==> src/rtl/mc_pkg.sv <==
package mc_pkg;

  typedef enum logic [1:0] {
    ST_DREG     = 2'd0,
    ST_LATCH    = 2'd1,
    ST_TOGGLE   = 2'd2,
    ST_DREG_ALT = 2'd3
  } store_mode_e;

  // Polarity correction: a set low_active flag turns a low level into "active".
  function automatic logic act_level(input logic raw, input logic low_active);
    return raw ^ low_active;
  endfunction

  // Programmable inverter in front of the storage element.
  function automatic logic xor_gate(input logic sop, input logic inv);
    return sop ^ inv;
  endfunction

  // Storage update when no reset or preset is active.
  function automatic logic store_next(input store_mode_e mode, input logic q,
                                      input logic d, input logic edge_en,
                                      input logic level_en);
    logic n;
    n = q;
    case (mode)
      ST_LATCH:  if (level_en) n = d;
      ST_TOGGLE: if (edge_en && d) n = ~q;
      default:   if (edge_en) n = d;
    endcase
    return n;
  endfunction

endpackage

==> src/rtl/mc_ctrl_sel.sv <==
module mc_ctrl_sel #(
  parameter int NUM_GCLK = 4,
  parameter int GIDX_W   = (NUM_GCLK > 1) ? $clog2(NUM_GCLK) : 1
) (
  input  logic                clk,
  input  logic                rst_n,
  input  logic [NUM_GCLK-1:0] gclk,
  input  logic [GIDX_W-1:0]   gclk_idx,
  input  logic                lclk,
  input  logic                pt_clk,
  input  logic                pt_clk_shared,
  input  logic [1:0]          clk_sel,
  input  logic                gen,
  input  logic                len,
  input  logic                pt_en,
  input  logic [1:0]          en_sel,
  input  logic                grst,
  input  logic                pt_rst,
  input  logic [1:0]          rst_sel,
  input  logic                gpst,
  input  logic                pt_pst,
  input  logic [1:0]          pst_sel,
  input  logic [3:0]          pol,
  output logic                clk_lvl,
  output logic                clk_edge,
  output logic                en_act,
  output logic                rst_act,
  output logic                pst_act
);
  import mc_pkg::*;

  logic gclk_pick;
  logic clk_raw;
  logic lvl_prev;

  generate
    if (NUM_GCLK > 1) begin : g_multi
      always_comb begin
        gclk_pick = 1'b0;
        for (int i = 0; i < NUM_GCLK; i++)
          if (gclk_idx == GIDX_W'(i)) gclk_pick = gclk[i];
      end
    end else begin : g_single
      assign gclk_pick = gclk[0];
    end
  endgenerate

  always_comb begin
    case (clk_sel)
      2'd0:    clk_raw = gclk_pick;
      2'd1:    clk_raw = lclk;
      2'd2:    clk_raw = pt_clk;
      default: clk_raw = pt_clk_shared;
    endcase
  end

  assign clk_lvl = act_level(clk_raw, pol[0]);

  always_comb begin
    case (en_sel)
      2'd0:    en_act = 1'b1;
      2'd1:    en_act = act_level(gen, pol[1]);
      2'd2:    en_act = act_level(len, pol[1]);
      default: en_act = act_level(pt_en, pol[1]);
    endcase
  end

  always_comb begin
    case (rst_sel)
      2'd1:    rst_act = act_level(grst, pol[2]);
      2'd2:    rst_act = act_level(pt_rst, pol[2]);
      default: rst_act = 1'b0;
    endcase
    case (pst_sel)
      2'd1:    pst_act = act_level(gpst, pol[3]);
      2'd2:    pst_act = act_level(pt_pst, pol[3]);
      default: pst_act = 1'b0;
    endcase
  end

  // Previous level starts at 1 so a level already high at release is no edge.
  always_ff @(posedge clk or negedge rst_n) begin
    if (!rst_n) lvl_prev <= 1'b1;
    else        lvl_prev <= clk_lvl;
  end

  assign clk_edge = clk_lvl & ~lvl_prev;

  AST_EDGE_SINGLE: assert property (@(posedge clk) disable iff (!rst_n)
    clk_edge |=> !clk_edge);

endmodule

==> src/rtl/mc_store.sv <==
module mc_store (
  input  logic       clk,
  input  logic       rst_n,
  input  logic [1:0] mode,
  input  logic       d,
  input  logic       clk_lvl,
  input  logic       clk_edge,
  input  logic       en_act,
  input  logic       rst_act,
  input  logic       pst_act,
  output logic       q_vis
);
  import mc_pkg::*;

  store_mode_e mode_e;
  logic        q_state;
  logic        edge_en;
  logic        level_en;
  logic        flow;

  assign mode_e   = store_mode_e'(mode);
  assign edge_en  = clk_edge & en_act;
  assign level_en = clk_lvl & en_act;
  assign flow     = (mode_e == ST_LATCH) & level_en;

  always_ff @(posedge clk or negedge rst_n) begin
    if (!rst_n)       q_state <= 1'b0;
    else if (rst_act) q_state <= 1'b0;
    else if (pst_act) q_state <= 1'b1;
    else              q_state <= store_next(mode_e, q_state, d, edge_en, level_en);
  end

  always_comb begin
    if (rst_act)      q_vis = 1'b0;
    else if (pst_act) q_vis = 1'b1;
    else if (flow)    q_vis = d;
    else              q_vis = q_state;
  end

  AST_RST_CLEARS: assert property (@(posedge clk) disable iff (!rst_n)
    rst_act |=> !q_state);
  AST_RST_OVER_PST: assert property (@(posedge clk) disable iff (!rst_n)
    (rst_act && pst_act) |=> (q_state == 1'b0));
  AST_DREG_HOLD: assert property (@(posedge clk) disable iff (!rst_n)
    ((mode_e == ST_DREG || mode_e == ST_DREG_ALT) && !rst_act && !pst_act && !edge_en)
      |=> $stable(q_state));
  AST_TOGGLE_FLIP: assert property (@(posedge clk) disable iff (!rst_n)
    (mode_e == ST_TOGGLE && !rst_act && !pst_act && edge_en && d)
      |=> (q_state != $past(q_state)));

endmodule

==> src/rtl/mc_out_sel.sv <==
module mc_out_sel #(
  parameter int NUM_OUT = 2
) (
  input  logic               comb_val,
  input  logic               reg_val,
  input  logic [NUM_OUT-1:0] use_comb,
  output logic [NUM_OUT-1:0] outs
);
  generate
    for (genvar i = 0; i < NUM_OUT; i++) begin : g_out
      assign outs[i] = use_comb[i] ? comb_val : reg_val;
    end
  endgenerate
endmodule

==> src/rtl/macrocell_reg.sv <==
module macrocell_reg #(
  parameter int NUM_GCLK = 4,
  parameter int GIDX_W   = (NUM_GCLK > 1) ? $clog2(NUM_GCLK) : 1
) (
  input  logic                clk,
  input  logic                rst_n,
  input  logic                sop_in,
  input  logic                cfg_xor_inv,
  input  logic [1:0]          cfg_mode,
  input  logic [1:0]          cfg_clk_sel,
  input  logic [GIDX_W-1:0]   cfg_gclk_idx,
  input  logic [1:0]          cfg_en_sel,
  input  logic [1:0]          cfg_rst_sel,
  input  logic [1:0]          cfg_pst_sel,
  input  logic [3:0]          cfg_pol,
  input  logic                cfg_fb_comb,
  input  logic                cfg_ic_comb,
  input  logic [NUM_GCLK-1:0] gclk,
  input  logic                lclk,
  input  logic                pt_clk,
  input  logic                pt_clk_shared,
  input  logic                gen,
  input  logic                len,
  input  logic                pt_en,
  input  logic                grst,
  input  logic                pt_rst,
  input  logic                gpst,
  input  logic                pt_pst,
  output logic                fb_out,
  output logic                ic_out
);
  import mc_pkg::*;

  localparam int NUM_OUT = 2;

  logic               d_comb;
  logic               clk_lvl;
  logic               clk_edge;
  logic               en_act;
  logic               rst_act;
  logic               pst_act;
  logic               q_vis;
  logic [NUM_OUT-1:0] outs;

  assign d_comb = xor_gate(sop_in, cfg_xor_inv);

  mc_ctrl_sel #(.NUM_GCLK(NUM_GCLK), .GIDX_W(GIDX_W)) u_ctrl (
    .clk(clk), .rst_n(rst_n), .gclk(gclk), .gclk_idx(cfg_gclk_idx),
    .lclk(lclk), .pt_clk(pt_clk), .pt_clk_shared(pt_clk_shared),
    .clk_sel(cfg_clk_sel), .gen(gen), .len(len), .pt_en(pt_en),
    .en_sel(cfg_en_sel), .grst(grst), .pt_rst(pt_rst), .rst_sel(cfg_rst_sel),
    .gpst(gpst), .pt_pst(pt_pst), .pst_sel(cfg_pst_sel), .pol(cfg_pol),
    .clk_lvl(clk_lvl), .clk_edge(clk_edge), .en_act(en_act),
    .rst_act(rst_act), .pst_act(pst_act)
  );

  mc_store u_store (
    .clk(clk), .rst_n(rst_n), .mode(cfg_mode), .d(d_comb),
    .clk_lvl(clk_lvl), .clk_edge(clk_edge), .en_act(en_act),
    .rst_act(rst_act), .pst_act(pst_act), .q_vis(q_vis)
  );

  mc_out_sel #(.NUM_OUT(NUM_OUT)) u_out (
    .comb_val(d_comb), .reg_val(q_vis),
    .use_comb({cfg_ic_comb, cfg_fb_comb}), .outs(outs)
  );

  assign fb_out = outs[0];
  assign ic_out = outs[1];

  AST_FB_COMB: assert property (@(posedge clk) disable iff (!rst_n)
    cfg_fb_comb |-> (fb_out == (sop_in ^ cfg_xor_inv)));
  AST_IC_COMB: assert property (@(posedge clk) disable iff (!rst_n)
    cfg_ic_comb |-> (ic_out == (sop_in ^ cfg_xor_inv)));

endmodule

==> config.mk <==
export PLATFORM = sky130hd
export DESIGN_NAME = macrocell_reg
export DESIGN_NICKNAME = d
export VERILOG_FILES = /design/src/rtl/mc_pkg.sv /design/src/rtl/mc_ctrl_sel.sv /design/src/rtl/mc_store.sv /design/src/rtl/mc_out_sel.sv /design/src/rtl/macrocell_reg.sv
export SDC_FILE = /design/constraint.sdc
export NUM_CORES = 1
export LEC_CHECK = 0
export ABC_AREA = 1
export CAP_MARGIN = 10
export CORE_AREA = 2 2 44 46
export CTS_BUF_LIST = sky130_fd_sc_hd__clkbuf_2 sky130_fd_sc_hd__clkbuf_4 sky130_fd_sc_hd__clkbuf_8
export DETAILED_ROUTE_END_ITERATION = 7
export DIE_AREA = 0 0 46 48
export GPL_ROUTABILITY_DRIVEN = 0
export PLACE_DENSITY = 0.85
export RECOVER_POWER = 25
export SYNTH_ARGS = -nofsm -noshare
export SYNTH_HDL_FRONTEND = slang
export SYNTH_SLANG_ARGS = --single-unit
==> constraint.sdc <==
create_clock -name clk -period 1.4 [get_ports clk]
set_input_delay 0.14 -clock clk [delete_from_list [all_inputs] [get_ports clk]]
set_output_delay 0.14 -clock clk [all_outputs]
set_load 0.02 [all_outputs]
; ---- Word-level counts from Yosys, hierarchy flattened
; Cells that the tools add are included.
[word_totals]
out_inout_bits = 2
mem_bits_rw = 0
ff_bits = 2
rom_bits = 0
n_memories = 0
elab_cells = 57
input_bits = 36
latchBits = 0
[classes]
n_mul = 0
n_mux = 19
bitwise_logic = 15
n_reduce_logical = 6
n_lt_le_gt_ge = 0
shift = 0
add_sub_neg = 0
eq_ne = 15
div_mod_pow = 0
[ops]
columns = operator, n
row1 = equality test 2 bit (second input constant), 7
row2 = two-way mux 1 bit, 14
row3 = equality test 2 x 1 -> 1 bit (second input constant), 6
row4 = bitwise XOR 1 bit, 9
row5 = != test 4 x 3 -> 1 bit (second input constant), 2
row6 = zero test 2 bit, 3
row7 = case mux 1 bit (2 select lines), 3
row8 = case mux 1 bit (3 select lines), 2
row9 = nonzero test 5 bit, 1
row10 = bitwise AND 1 bit, 4
row11 = AND reduction 3 bit, 1
row12 = NOT 1 bit, 2
row13 = logical AND 1 bit, 1

; ---- Longest topological paths before layout
[depth]
ltp_word = 14
ltp_mapped = 14
mapped_depth_nobuf = 14

; ---- Modules after synthesis
; Synthesis repeated with hierarchy kept, for this count alone.
[unflattened]
cells_unflattened = 90
area_unflattened_um2 = 498.0
[by_module_without_submodules]
columns = mod, seq_area_each_um2, area_per_inst_um2, instances, cells_each
row1 = mc_ctrl_sel, 26.3, 296.5, 1, 47
row2 = mc_store, 25.0, 152.6, 1, 30
row3 = mc_out_sel, 0.0, 30.0, 1, 8
row4 = macrocell_reg, 0.0, 18.8, 1, 5

; ---- Worst setup path before layout
; No wires, ideal clock.
[synth_timing]
kind = input-to-output
startpoint = in cfg_en_sel[0]
endpoint = out fb_out
arrival_ns = 1.326
setup_slack_ns = -0.066
path_buffers = 0
cell_stages = 10
required_ns = 1.260
path_cell_list = inv_1 -> ha_1 -> nand3_1 -> o21ai_1 -> or2_1 -> nand3_4 -> nand4_1 -> nand3_2 -> nand3_1 -> nand2_1
[synth_via]
elab_chain_cells = 8
word_cells_on_any_way = 10
cone_classes = eq/ne: 2 / mux: 5 / bitwise: 2 / reduce/logical: 1
[synth_lines]
columns = element, line
row1 = from (decl), macrocell_reg.sv:12  ; input logic [1:0] cfg_en_sel,
row2 = "equality test 2 bit, or another cell as far along", mc_ctrl_sel.sv:60  ; case (en_sel)
row3 = case mux 1 bit (3 select lines) *, mc_ctrl_sel.sv:60
row4 = bitwise AND 1 bit *, mc_store.sv:23  ; assign level_en = clk_lvl & en_act;
row5 = bitwise AND 1 bit *, mc_store.sv:24  ; assign flow = (mode_e == ST_LATCH) & level_en;
row6 = two-way mux 1 bit *, mc_store.sv:36  ; else if (flow) q_vis = d;
row7 = two-way mux 1 bit *, mc_store.sv:35  ; else if (pst_act) q_vis = 1'b1;
row8 = two-way mux 1 bit *, mc_store.sv:34  ; if (rst_act) q_vis = 1'b0;
row9 = two-way mux 1 bit *, mc_out_sel.sv:11  ; assign outs[i] = use_comb[i] ? comb_val : reg_val;
row10 = to (decl), macrocell_reg.sv:29  ; output logic fb_out,
; Mark *: on every way between the ends. The rest lies on a longest branch, timed or not.

; ---- Worst setup path in the final report
[layout_timing]
startpoint = in cfg_en_sel[0]
endpoint = out ic_out
[layout_via]
elab_chain_cells = 8
word_cells_on_any_way = 10
cone_classes = eq/ne: 2 / mux: 5 / bitwise: 2 / reduce/logical: 1
[layout_lines]
columns = element, line
row1 = "equality test 2 bit, or another cell as far along", mc_ctrl_sel.sv:60
row2 = case mux 1 bit (3 select lines) *, mc_ctrl_sel.sv:60
row3 = bitwise AND 1 bit *, mc_store.sv:23
row4 = bitwise AND 1 bit *, mc_store.sv:24
row5 = two-way mux 1 bit *, mc_store.sv:36
row6 = two-way mux 1 bit *, mc_store.sv:35
row7 = two-way mux 1 bit *, mc_store.sv:34
row8 = two-way mux 1 bit *, mc_out_sel.sv:11
row9 = to (decl), macrocell_reg.sv:30  ; output logic ic_out
; Marked as above.

==> qor.csv <==
metric,value,unit
outcome,finished with violations,
failing checks,negative setup slack,
I/O Buffers,37,
Worst setup SP type,input port,
largest net degree at the start of global routing,5,
clk slew on worst S/H paths,0.04,ns
top post-synthesis cells by area,"ha_1, nand2_1, inv_1, nand3_1, nand3_2",
Die W,46,microns
switching part of the total,36.7,%
Hold Path Class,in -> async,
Main synth FF type,dfstp_2,
H-tree depth,1,
number of global-route vias before repair,654,
Reg2Reg Launch Point,u_ctrl.lvl_prev$_DFF_PN1_,
HPWL Detailed,1260,microns
post-synthesis compound-gate area fraction,8.58,%
mux contribution to synthesized area,3.92,%
Lkg Pwr,0.556,nW
Pint,0.404,mW
Antenna Nets Post-Route,0,
Crit. End Element,output pin,
Setup Viol. Count Final,2,
Finished Core Util,64.1,%
# clock sinks,2,
highest clock rate,613,MHz
max_slew headroom,87.6,%
initial antenna violation count,0,
crit path time final,1.63,ns
fill count,155,
gr usage total,15.1,%
RSZ-0062 raised after global routing,true,
NumNets Final,170,
DIE HEIGHT,48,microns
CTS tree,yes,
CTS buffer count,3,
Mapped Cells,80,
Comb pwr share,60.6,%
R2R Setup Slk,0.23,ns
post-synthesis adder-cell area fraction,17.2,%
Seq pwr share,12.5,%
# diodes,0,
die area,0.00221,sq mm
required time of the critical path,1.26,ns
xor/xnor share of the synthesized area,3.43,%
top cell type's share of synthesized area,17.2,%
FF-to-FF path depth,8,
top post-synthesis cells by count,"nand2_1, inv_1, ha_1, nand3_1, nor2_1",
drt via density,4.66,
fraction of layout cells with a size suffix above 1,35.7,%
Pwr Density,590,mW/mm^2
most frequent cell after synthesis,nand2_1,
crit-path max FO,3,
"Warnings, synthesis",0,
CTS root buffer,clkbuf_4,
Initial Util,30.2,%
Peak VDD IR,0.000475,V
Place WS,-1.10,ns
CTS max path bufs,2,
worst slew pin tran,0.181,ns
Syn Area/Cell,6.38,sq um
Sw Pwr,0.235,mW
Yosys cell types,23,
number of detailed-route iterations in the first pass,4,
DRC,0,
"Arr. time, crit path",1.49,ns
IO Count,38,
CORE AREA,0.00169,sq mm
sequential-to-total area share from yosys stat,10.0,%
DRT Wirelength,1570,microns
wire length per cell,10.9,microns
Final Max Tran Viols,0,
clock skew,0.00959,ns
cts hold-fix bufs,0,
grt total ovfl,0,
period utilization,116,%
largest family of logic cells by synthesized area,simple AND/OR/NAND/NOR gates,
Final Hold Fails,0,
Mapped Area,510,sq um
DR iter-0 viols,7,
Synth-to-Final Area Change,112,%
Max Cap Violations,0,
Worst-Skew Late Latency,0.24,ns
first-pass GRT wire length,2410,microns
cell taking the most area after synthesis,ha_1,
final critical-path setup slack,-0.231,ns
Seq cells post-synth,2,
Post-Synth Simple-Gate Area,44.1,%
clock share of power,26.9,%
"EDFF count, synth",0,
R2R Path End,u_store.q_state$_DFFE_PN0P_,
Crit Path Class,in -> out,
Post-Syn Nets,123,
final setup TNS,-0.459,ns
via count,666,
Post-synth ARST share,100,%
Rows,15,
-- stage by stage --
step	area [sq um]	hold WS, ns	std cells	total power [mW]
floorplan	553	-0.156	80	0.250
global placement	975	0.314	138	0.407
detailed placement	975	0.316	138	0.420
CTS	1060	0.0678	143	0.627
global route	1080	0.136	143	0.684
finish	1080	0.132	143	0.639
-- state kept, by name, indices dropped and copies added (netlist names) --
| register | flops |
|---|---|
| u_store.q_state | 1 |
| u_ctrl.lvl_prev | 1 |
-- routing by layer --
layer  vias to the layer above  share of wire [%]  track usage (%)
met4                         0                1.2             5.71
met1                       299                 35             14.7
met2                        23                 57             31.1
met3                         3                6.2             2.64
met5                         -                  0                0
li1                        341                  -                -
-- logic make-up after synthesis --
family | Yosys count
mux | 2
simple gates | 43
fa+ha+maj | 7
flops | 2
xor+xnor | 2
compound gates | 7
buf+inv | 17
-- how the worst max path moves through the flow --
| stage | start | to | slack, ns |
|---|---|---|---|
| floorplan | cfg_en_sel[1] | fb_out | 0.05 |
| finish | cfg_en_sel[0] | ic_out | -0.23 |
| CTS | cfg_en_sel[0] | ic_out | -0.22 |
| global placement | cfg_en_sel[1] | ic_out | -1.04 |
| global route | cfg_en_sel[0] | fb_out | -0.31 |
| detailed placement | cfg_en_sel[1] | fb_out | -1.10 |
-- placed cells by master (no fill, tap or decap), drive strengths merged --
master	synthesis	layout
nand2	22	22
dlygate4sd2	0	17
inv	16	16
nand3	11	11
buf	0	11
clkdlybuf4s50	0	10
ha	7	7
nor2	6	6
o21ai	5	5
clkbuf	0	4
xor2	2	2
mux2i	2	2
dlymetal6s2s	0	2
or2	2	2
clkinv	1	1
o21a	1	1
nand4	1	1
or3	1	1
a21boi	1	1
clkdlybuf4s15	0	1
dlygate4sd3	0	1
dfstp	1	1
dfrtp	1	1
-- power by group through the flow --
stage	Clock (mW)	Combinational [mW]	Sequential, mW
4_1_cts	0.172	0.377	0.0781
5_1_grt	0.178	0.424	0.0817
2_1_floorplan	0	0.174	0.0761
3_5_place_dp	0	0.343	0.0772
3_3_place_gp	0	0.329	0.0778
6_report	0.172	0.387	0.0796
-- critical path, stage by stage --
cell	delay, ns
buf_8	0.10
inv_4	0.05
ha_4	0.20
nand3_2	0.08
o21ai_2	0.05
or2_1	0.24
nand3_4	0.08
nand4_1	0.14
nand3_4	0.15
nand3_4	0.08
nand2_4	0.06
buf_6	0.11
-- final cells by class --
| type | count | area (sq um) | area share [%] |
|---|---|---|---|
| multi-input cells | 61 | 520 | 48.0 |
| repair buffers | 42 | 390 | 36.0 |
| flip-flops and latches | 2 | 51.3 | 4.73 |
| well taps | 17 | 21.3 | 1.96 |
| clock buffers | 4 | 30.0 | 2.77 |
| inverters | 17 | 70.1 | 6.47 |
-- repair_timing --
item / 4_1_cts / 5_1_grt
endpoints found under the hold margin: 0 / 0
buffers inserted: 1 / 0
pin swaps: 39 / 10
resized for setup: 66 / 6
setup endpoints to repair: 3 / 3
cloned: 0 / 0
No activity file was read; power rests on OpenSTA's default activity.
